[config.mk]
export PLATFORM = sky130hd
export DESIGN_NAME = raster_irq_trigger
export DESIGN_NICKNAME = d
export VERILOG_FILES = /design/src/rtl/raster_irq_pkg.sv /design/src/rtl/rit_defaults.sv /design/src/rtl/rit_reject.sv /design/src/rtl/rit_threshold.sv /design/src/rtl/rit_flag.sv /design/src/rtl/raster_irq_trigger.sv
export SDC_FILE = /design/constraint.sdc
export NUM_CORES = 1
export LEC_CHECK = 0
export BUFFER_PORTS_ARGS = -buffer_cell sky130_fd_sc_hd__buf_2
export CORE_UTILIZATION = 35
export CTS_BUF_LIST = sky130_fd_sc_hd__clkbuf_4 sky130_fd_sc_hd__clkbuf_8 sky130_fd_sc_hd__clkbuf_16
export DETAILED_ROUTE_END_ITERATION = 12
export PLACE_DENSITY = 0.61
export SYNTH_ARGS = -nofsm -noshare
export SYNTH_HDL_FRONTEND = slang
export SYNTH_SLANG_ARGS = --single-unit
[constraint.sdc]
create_clock -name clk -period 6.52 [get_ports clk]
set_input_delay 0 -clock clk [delete_from_list [all_inputs] [get_ports clk]]
set_output_delay 0 -clock clk [all_outputs]
set_load 0.05 [all_outputs]
[src/rtl/raster_irq_pkg.sv]
package raster_irq_pkg;
  localparam int unsigned MAX_DOT       = 339;
  localparam int unsigned MAX_LINE      = 262;
  localparam int unsigned SHORT_LINE    = 261;
  localparam int unsigned FIELD_LINE    = 240;
  localparam int unsigned OFS_DOT_ZERO  = 14;
  localparam int unsigned OFS_DOT_OTHER = 18;
  localparam int unsigned DEF_LINE_CYC  = 1364;
  localparam int unsigned DEF_FRAME_P   = 262;
  localparam int unsigned DEF_FRAME_I   = 263;

  typedef enum logic [1:0] {
    EV_IDLE  = 2'd0,
    EV_BLOCK = 2'd1,
    EV_FIRE  = 2'd2
  } eval_e;
endpackage

[src/rtl/rit_defaults.sv]
module rit_defaults
  import raster_irq_pkg::*;
#(
  parameter int V_W   = 9,
  parameter int CYC_W = 12
) (
  input  logic [CYC_W-1:0] line_cycles,
  input  logic [V_W-1:0]   frame_lines,
  input  logic             interlace,
  output logic [CYC_W-1:0] line_len,
  output logic [V_W-1:0]   frame_len
);
  always_comb begin
    line_len = (line_cycles == '0) ? CYC_W'(DEF_LINE_CYC) : line_cycles;
    if (frame_lines != '0)
      frame_len = frame_lines;
    else if (interlace)
      frame_len = V_W'(DEF_FRAME_I);
    else
      frame_len = V_W'(DEF_FRAME_P);
  end
endmodule

[src/rtl/rit_reject.sv]
module rit_reject
  import raster_irq_pkg::*;
#(
  parameter int V_W = 9,
  parameter int H_W = 9
) (
  input  logic [V_W-1:0] v_tgt,
  input  logic [H_W-1:0] h_eff,
  input  logic           interlace,
  input  logic           odd_field,
  output logic           reject
);
  logic dot_last, out_of_range, bad_last_line, bad_short_line, bad_field_line;

  always_comb begin
    dot_last       = (h_eff == H_W'(MAX_DOT));
    out_of_range   = (h_eff > H_W'(MAX_DOT)) || (v_tgt > V_W'(MAX_LINE));
    bad_last_line  = (v_tgt == V_W'(MAX_LINE)) && (!interlace || dot_last);
    bad_short_line = (v_tgt == V_W'(SHORT_LINE)) && dot_last && !interlace;
    bad_field_line = (v_tgt == V_W'(FIELD_LINE)) && dot_last && !interlace && odd_field;
    reject = out_of_range || bad_last_line || bad_short_line || bad_field_line;
  end
endmodule

[src/rtl/rit_threshold.sv]
module rit_threshold
  import raster_irq_pkg::*;
#(
  parameter int V_W   = 9,
  parameter int H_W   = 9,
  parameter int CYC_W = 12,
  parameter int OP_W  = 4,
  localparam int TW   = CYC_W + 1
) (
  input  logic [H_W-1:0]   h_eff,
  input  logic [OP_W-1:0]  last_op_cyc,
  input  logic [CYC_W-1:0] line_len,
  input  logic [V_W-1:0]   v_tgt,
  input  logic [V_W-1:0]   frame_len,
  output logic [TW-1:0]    thr,
  output logic [V_W-1:0]   tgt_line
);
  logic [TW-1:0] raw;
  logic [V_W:0]  next_line;
  logic          wrap;

  always_comb begin
    if (h_eff == '0)
      raw = TW'(last_op_cyc) + TW'(OFS_DOT_ZERO);
    else
      raw = (TW'(h_eff) << 2) + TW'(last_op_cyc) + TW'(OFS_DOT_OTHER);
    wrap      = (h_eff != '0) && (raw >= TW'(line_len));
    thr       = wrap ? (raw - TW'(line_len)) : raw;
    next_line = {1'b0, v_tgt} + (V_W+1)'(1);
    if (!wrap)
      tgt_line = v_tgt;
    else if (next_line >= {1'b0, frame_len})
      tgt_line = '0;
    else
      tgt_line = next_line[V_W-1:0];
  end
endmodule

[src/rtl/rit_flag.sv]
module rit_flag (
  input  logic clk,
  input  logic rst_n,
  input  logic fire,
  input  logic clear,
  output logic irq_n,
  output logic triggered
);
  always_ff @(posedge clk) begin
    if (!rst_n) begin
      irq_n     <= 1'b1;
      triggered <= 1'b0;
    end else if (fire) begin
      irq_n     <= 1'b0;
      triggered <= 1'b1;
    end else if (clear) begin
      irq_n     <= 1'b1;
      triggered <= 1'b0;
    end
  end


  ack_release_chk: assert property (@(posedge clk) disable iff (!rst_n)
    (clear && !fire) |=> (irq_n && !triggered));


  fire_sets_chk: assert property (@(posedge clk) disable iff (!rst_n)
    fire |=> (!irq_n && triggered));
endmodule

[src/rtl/raster_irq_trigger.sv]
module raster_irq_trigger
  import raster_irq_pkg::*;
#(
  parameter int V_W   = 9,
  parameter int H_W   = 9,
  parameter int CYC_W = 12,
  parameter int OP_W  = 4,
  localparam int TW   = CYC_W + 1
) (
  input  logic             clk,
  input  logic             rst_n,
  input  logic             op_edge,
  input  logic             irq_mask,
  input  logic             v_en,
  input  logic             h_en,
  input  logic [V_W-1:0]   v_target,
  input  logic [H_W-1:0]   h_target,
  input  logic [OP_W-1:0]  last_op_cyc,
  input  logic [CYC_W-1:0] line_cycles,
  input  logic [V_W-1:0]   frame_lines,
  input  logic             interlace,
  input  logic             odd_field,
  input  logic [V_W-1:0]   vcount,
  input  logic [CYC_W-1:0] hcycle,
  input  logic             status_rd,
  output logic             irq_n,
  output logic             triggered
);
  logic [CYC_W-1:0] line_len;
  logic [V_W-1:0]   frame_len;
  logic [H_W-1:0]   h_eff;
  logic [TW-1:0]    thr;
  logic [V_W-1:0]   tgt_line;
  logic             reject;
  logic             line_ok, cycle_ok, fire;
  eval_e            ev_state;

  assign h_eff = h_en ? h_target : '0;

  rit_defaults #(.V_W(V_W), .CYC_W(CYC_W)) u_defaults (
    .line_cycles(line_cycles), .frame_lines(frame_lines), .interlace(interlace),
    .line_len(line_len), .frame_len(frame_len)
  );

  rit_reject #(.V_W(V_W), .H_W(H_W)) u_reject (
    .v_tgt(v_target), .h_eff(h_eff), .interlace(interlace),
    .odd_field(odd_field), .reject(reject)
  );

  rit_threshold #(.V_W(V_W), .H_W(H_W), .CYC_W(CYC_W), .OP_W(OP_W)) u_thr (
    .h_eff(h_eff), .last_op_cyc(last_op_cyc), .line_len(line_len),
    .v_tgt(v_target), .frame_len(frame_len), .thr(thr), .tgt_line(tgt_line)
  );

  always_comb begin
    line_ok  = !v_en || (vcount == tgt_line);
    cycle_ok = ({1'b0, hcycle} >= thr);
    if (!op_edge || irq_mask || !irq_n || !(v_en || h_en) || reject)
      ev_state = EV_BLOCK;
    else if (line_ok && cycle_ok)
      ev_state = EV_FIRE;
    else
      ev_state = EV_IDLE;
  end

  assign fire = (ev_state == EV_FIRE);

  rit_flag u_flag (
    .clk(clk), .rst_n(rst_n), .fire(fire), .clear(status_rd),
    .irq_n(irq_n), .triggered(triggered)
  );


  strobe_gate_chk: assert property (@(posedge clk) disable iff (!rst_n)
    $fell(irq_n) |-> ($past(op_edge) && !$past(irq_mask)));


  enable_gate_chk: assert property (@(posedge clk) disable iff (!rst_n)
    $fell(irq_n) |-> ($past(v_en) || $past(h_en)));


  reject_gate_chk: assert property (@(posedge clk) disable iff (!rst_n)
    $fell(irq_n) |-> !$past(reject));


  cycle_reached_chk: assert property (@(posedge clk) disable iff (!rst_n)
    $fell(irq_n) |-> ($past({1'b0, hcycle}) >= $past(thr)));
endmodule

==> summary.json <==
{
  "slew_violations": 0,
  "clk-insertion-delay-late_ns": 0.21,
  "ys_dominant_reg_cell": "sky130_fd_sc_hd__dfxtp_1",
  "antenna_left": 0,
  "outcome": "complete, no violations",
  "synth_xor_xnor_area_share_pct": 8.92,
  "max_slew.worst_pin.slew_ns": 0.491,
  "synth_cells": 369,
  "synth_top_area_share_pct": 19.3,
  "largest_family_of_logic_cells_by_synthesized_area": "compound AO/OA/AOI/OAI gates",
  "cts.path.max_buffers": 2,
  "worstHoldEndpoint": "u_flag.triggered",
  "synth-adder-area-share_pct": 21.2,
  "cts.root.buffer_cell": "sky130_fd_sc_hd__clkbuf_8",
  "drt-pass1-iter-count": 4,
  "worst_r2r_startpoint": "u_flag.irq_n",
  "cts_post_setup_buffers_inserted": 0,
  "cp.arrival_ns": 5.95,
  "detail_route.iter0.violations": 160,
  "die_w_um": 89.1,
  "detailed_place_hpwl_um": 6150,
  "yosys.cell_types.count": 71,
  "die_area_mm2": 0.00793,
  "critPathBufInv": 1,
  "cts_hold_repair.buffers": 0,
  "leading_cell_type_in_the_layout_fill_and_taps_excluded": "sky130_fd_sc_hd__buf_2",
  "viasPerCell": 5.54,
  "hold_class": "in -> reg",
  "critPathCaptureType": "flop",
  "synth.avg_cell_area_um2": 7.19,
  "cts_tree": "built",
  "finalWeightedCongestion": 0.875,
  "post-route-min-period_ns": 5.80,
  "die_h_um": 89.1,
  "global_route.usage.total_pct": 19.1,
  "placement.cell_area_mm2": 0.00309,
  "clkSinkCount": 2,
  "max_freq_mhz": 173,
  "critPathLaunchType": "input port",
  "final.setup.tns_ns": 0,
  "antenna-diode-count": 0,
  "crit_path_leading_delay_family": "compound AO/OA/AOI/OAI gates",
  "number_of_flops_mapped_to_enable_cells_by_yosys": 0,
  "yosys_register_bits": 2,
  "timing.hold.worst.start": "rst_n",
  "synth.area.top_cells": "sky130_fd_sc_hd__ha_1 (19%), sky130_fd_sc_hd__xnor2_1 (5.9%), sky130_fd_sc_hd__mux2i_1 (4.5%)",
  "place.port_buffers": 74,
  "avgRoutedWirePerCell_um": 13.5,
  "yosysTopAreaCell": "sky130_fd_sc_hd__ha_1",
  "timing.final.setup_violations": 0,
  "grt_pass1_wl_um": 12400,
  "route.final.wire_length_um": 7180,
  "grt_max_degree": 19,
  "power.density_cell_area_mw_per_mm2": 95.1,
  "worst_r2r_endpoint": "u_flag.irq_n",
  "synth_sequential_area_ratio_pct": 1.51,
  "clock_skew_ns": 0.00112,
  "max_cap_violations": 0,
  "crit_required_ns": 6.67,
  "grt_setup_unrepaired": "false",
  "stdcell_area_mm2": 0.00313,
  "vdd.ir_drop.worst_mv": 0.0309,
  "syn-cell-area_mm2": 0.00265,
  "globalRouteOverflowTotal": 0,
  "drive_above_1_share_pct": 21.4,
  "worst_path_largest_cell_delay_ns": 0.41,
  "ys_warn_count": 0,
  "min_path_cells": 3,
  "core_mm2": 0.00729,
  "slew-limit-headroom_pct": 67.3,
  "final_min_period_over_clock_period_pct": 88.9,
  "clkTransAtPathRegs_ns": 0.03,
  "critPathSlowestCell": "sky130_fd_sc_hd__fa_1",
  "reg2reg_slack_ns": 4.43,
  "io_pins": 75,
  "critical_path_peak_fanout": 14,
  "post_synth_mux_area_share_pct": 4.53,
  "power.leakage_nw": 1.43,
  "cts.repair.resized": 0,
  "core_utilization_of_the_finished_layout_pct": 42.9,
  "most-common-layout-cells": "sky130_fd_sc_hd__buf_2 (74), sky130_fd_sc_hd__ha_1 (41), sky130_fd_sc_hd__nand2_1 (29)",
  "synthSimpleGateAreaFrac_pct": 26.8,
  "num-nets-final": 552,
  "std_cell_rows": 31,
  "worstRegToRegCells": 9,
  "antenna_found_initial": 0,
  "path_class": "in -> reg",
  "cts-htree-levels": 1,
  "first_global_vias": 2775,
  "synth_compound_gate_area_share_pct": 30.5,
  "layout-area-overhead-vs-synth_pct": 17.9,
  "initial_utilization_pct": 36.4,
  "postSynth.asyncResetShare_pct": 0,
  "syn-num-nets": 485,
  "report.final.hold_viol_count": 0,
  "post-route-drc-count": 0,
  "cts-buffers-inserted": 3,
  "routed-via-count": 2951
}
-- registers in the layout, summed over array words and instances (netlist names) --
register          cells
u_flag.irq_n          1
u_flag.triggered      1
-- cell families after synthesis --
kind of cell / after synthesis
AO/OA/AOI/OAI: 109
XOR/XNOR: 27
adder cells (fa/ha/maj): 44
buffers and inverters: 41
flip-flops: 2
multiplexers: 12
AND/OR/NAND/NOR: 134
-- cell usage after synthesis, types with 6 or more instances --
cell type	count
sky130_fd_sc_hd__o21ai_0	15
sky130_fd_sc_hd__a31oi_1	8
sky130_fd_sc_hd__mux2i_1	12
sky130_fd_sc_hd__inv_1	28
sky130_fd_sc_hd__nand2b_1	6
sky130_fd_sc_hd__nor4_1	6
sky130_fd_sc_hd__clkbuf_1	9
sky130_fd_sc_hd__xnor2_1	18
sky130_fd_sc_hd__a21oi_1	20
sky130_fd_sc_hd__xor2_1	9
sky130_fd_sc_hd__nand3_1	8
sky130_fd_sc_hd__nand4_1	9
sky130_fd_sc_hd__ha_1	41
sky130_fd_sc_hd__o21a_1	8
sky130_fd_sc_hd__nor3_1	12
sky130_fd_sc_hd__and2_1	7
sky130_fd_sc_hd__nor2_1	28
sky130_fd_sc_hd__nand2_1	29
-- routing by layer --
layer | vias up | global-route usage (%) | share of wire, %
met5 | - | 0 | 0
met4 | 0 | 4.18 | 1.2
met3 | 10 | 1.48 | 4.6
met2 | 77 | 30.1 | 42
met1 | 1344 | 28.2 | 52
li1 | 1520 | - | -
-- worst max path at each step --
stage	startpoint	end	slack, ns	cells after the start
floorplan	h_en	u_flag.irq_n	0.96	28
global placement	h_en	u_flag.irq_n	0.73	27
detailed placement	h_en	u_flag.irq_n	0.49	27
CTS	h_en	u_flag.irq_n	0.71	27
global route	h_en	u_flag.irq_n	0.16	27
finish	h_en	u_flag.irq_n	0.72	27
-- tightest hold or removal path: stages --
cell	delay, ns
sky130_fd_sc_hd__buf_2	0.10
sky130_fd_sc_hd__a31oi_1	0.08
sky130_fd_sc_hd__nand2_1	0.05
-- through the flow --
stage	setup WS (ns)	hold slack, ns	instances	power, mW
3_3_place_gp	0.728	0.262	530	0.243
5_1_grt	0.163	0.104	533	0.332
2_1_floorplan	0.959	0.137	369	0.181
4_1_cts	0.710	0.0516	533	0.298
3_5_place_dp	0.486	0.265	530	0.246
6_report	0.725	0.0522	533	0.297
-- area by class of cell --
class	instances	area, um2
clock buffer	3	41.3
fill	803	4170
inverter	28	105
multi-input combinational	326	2440
sequential	2	40.0
tap	99	124
timing repair buffer	75	378
-- power by group --
part           leakage (nW)  total (mW)  switching, mW  internal [mW]
registers            0.0162      0.0126      0.0000980         0.0125
logic                  1.39       0.236          0.132          0.104
clock network        0.0216      0.0488        0.00974         0.0390
(Power assumes the default switching activity.)
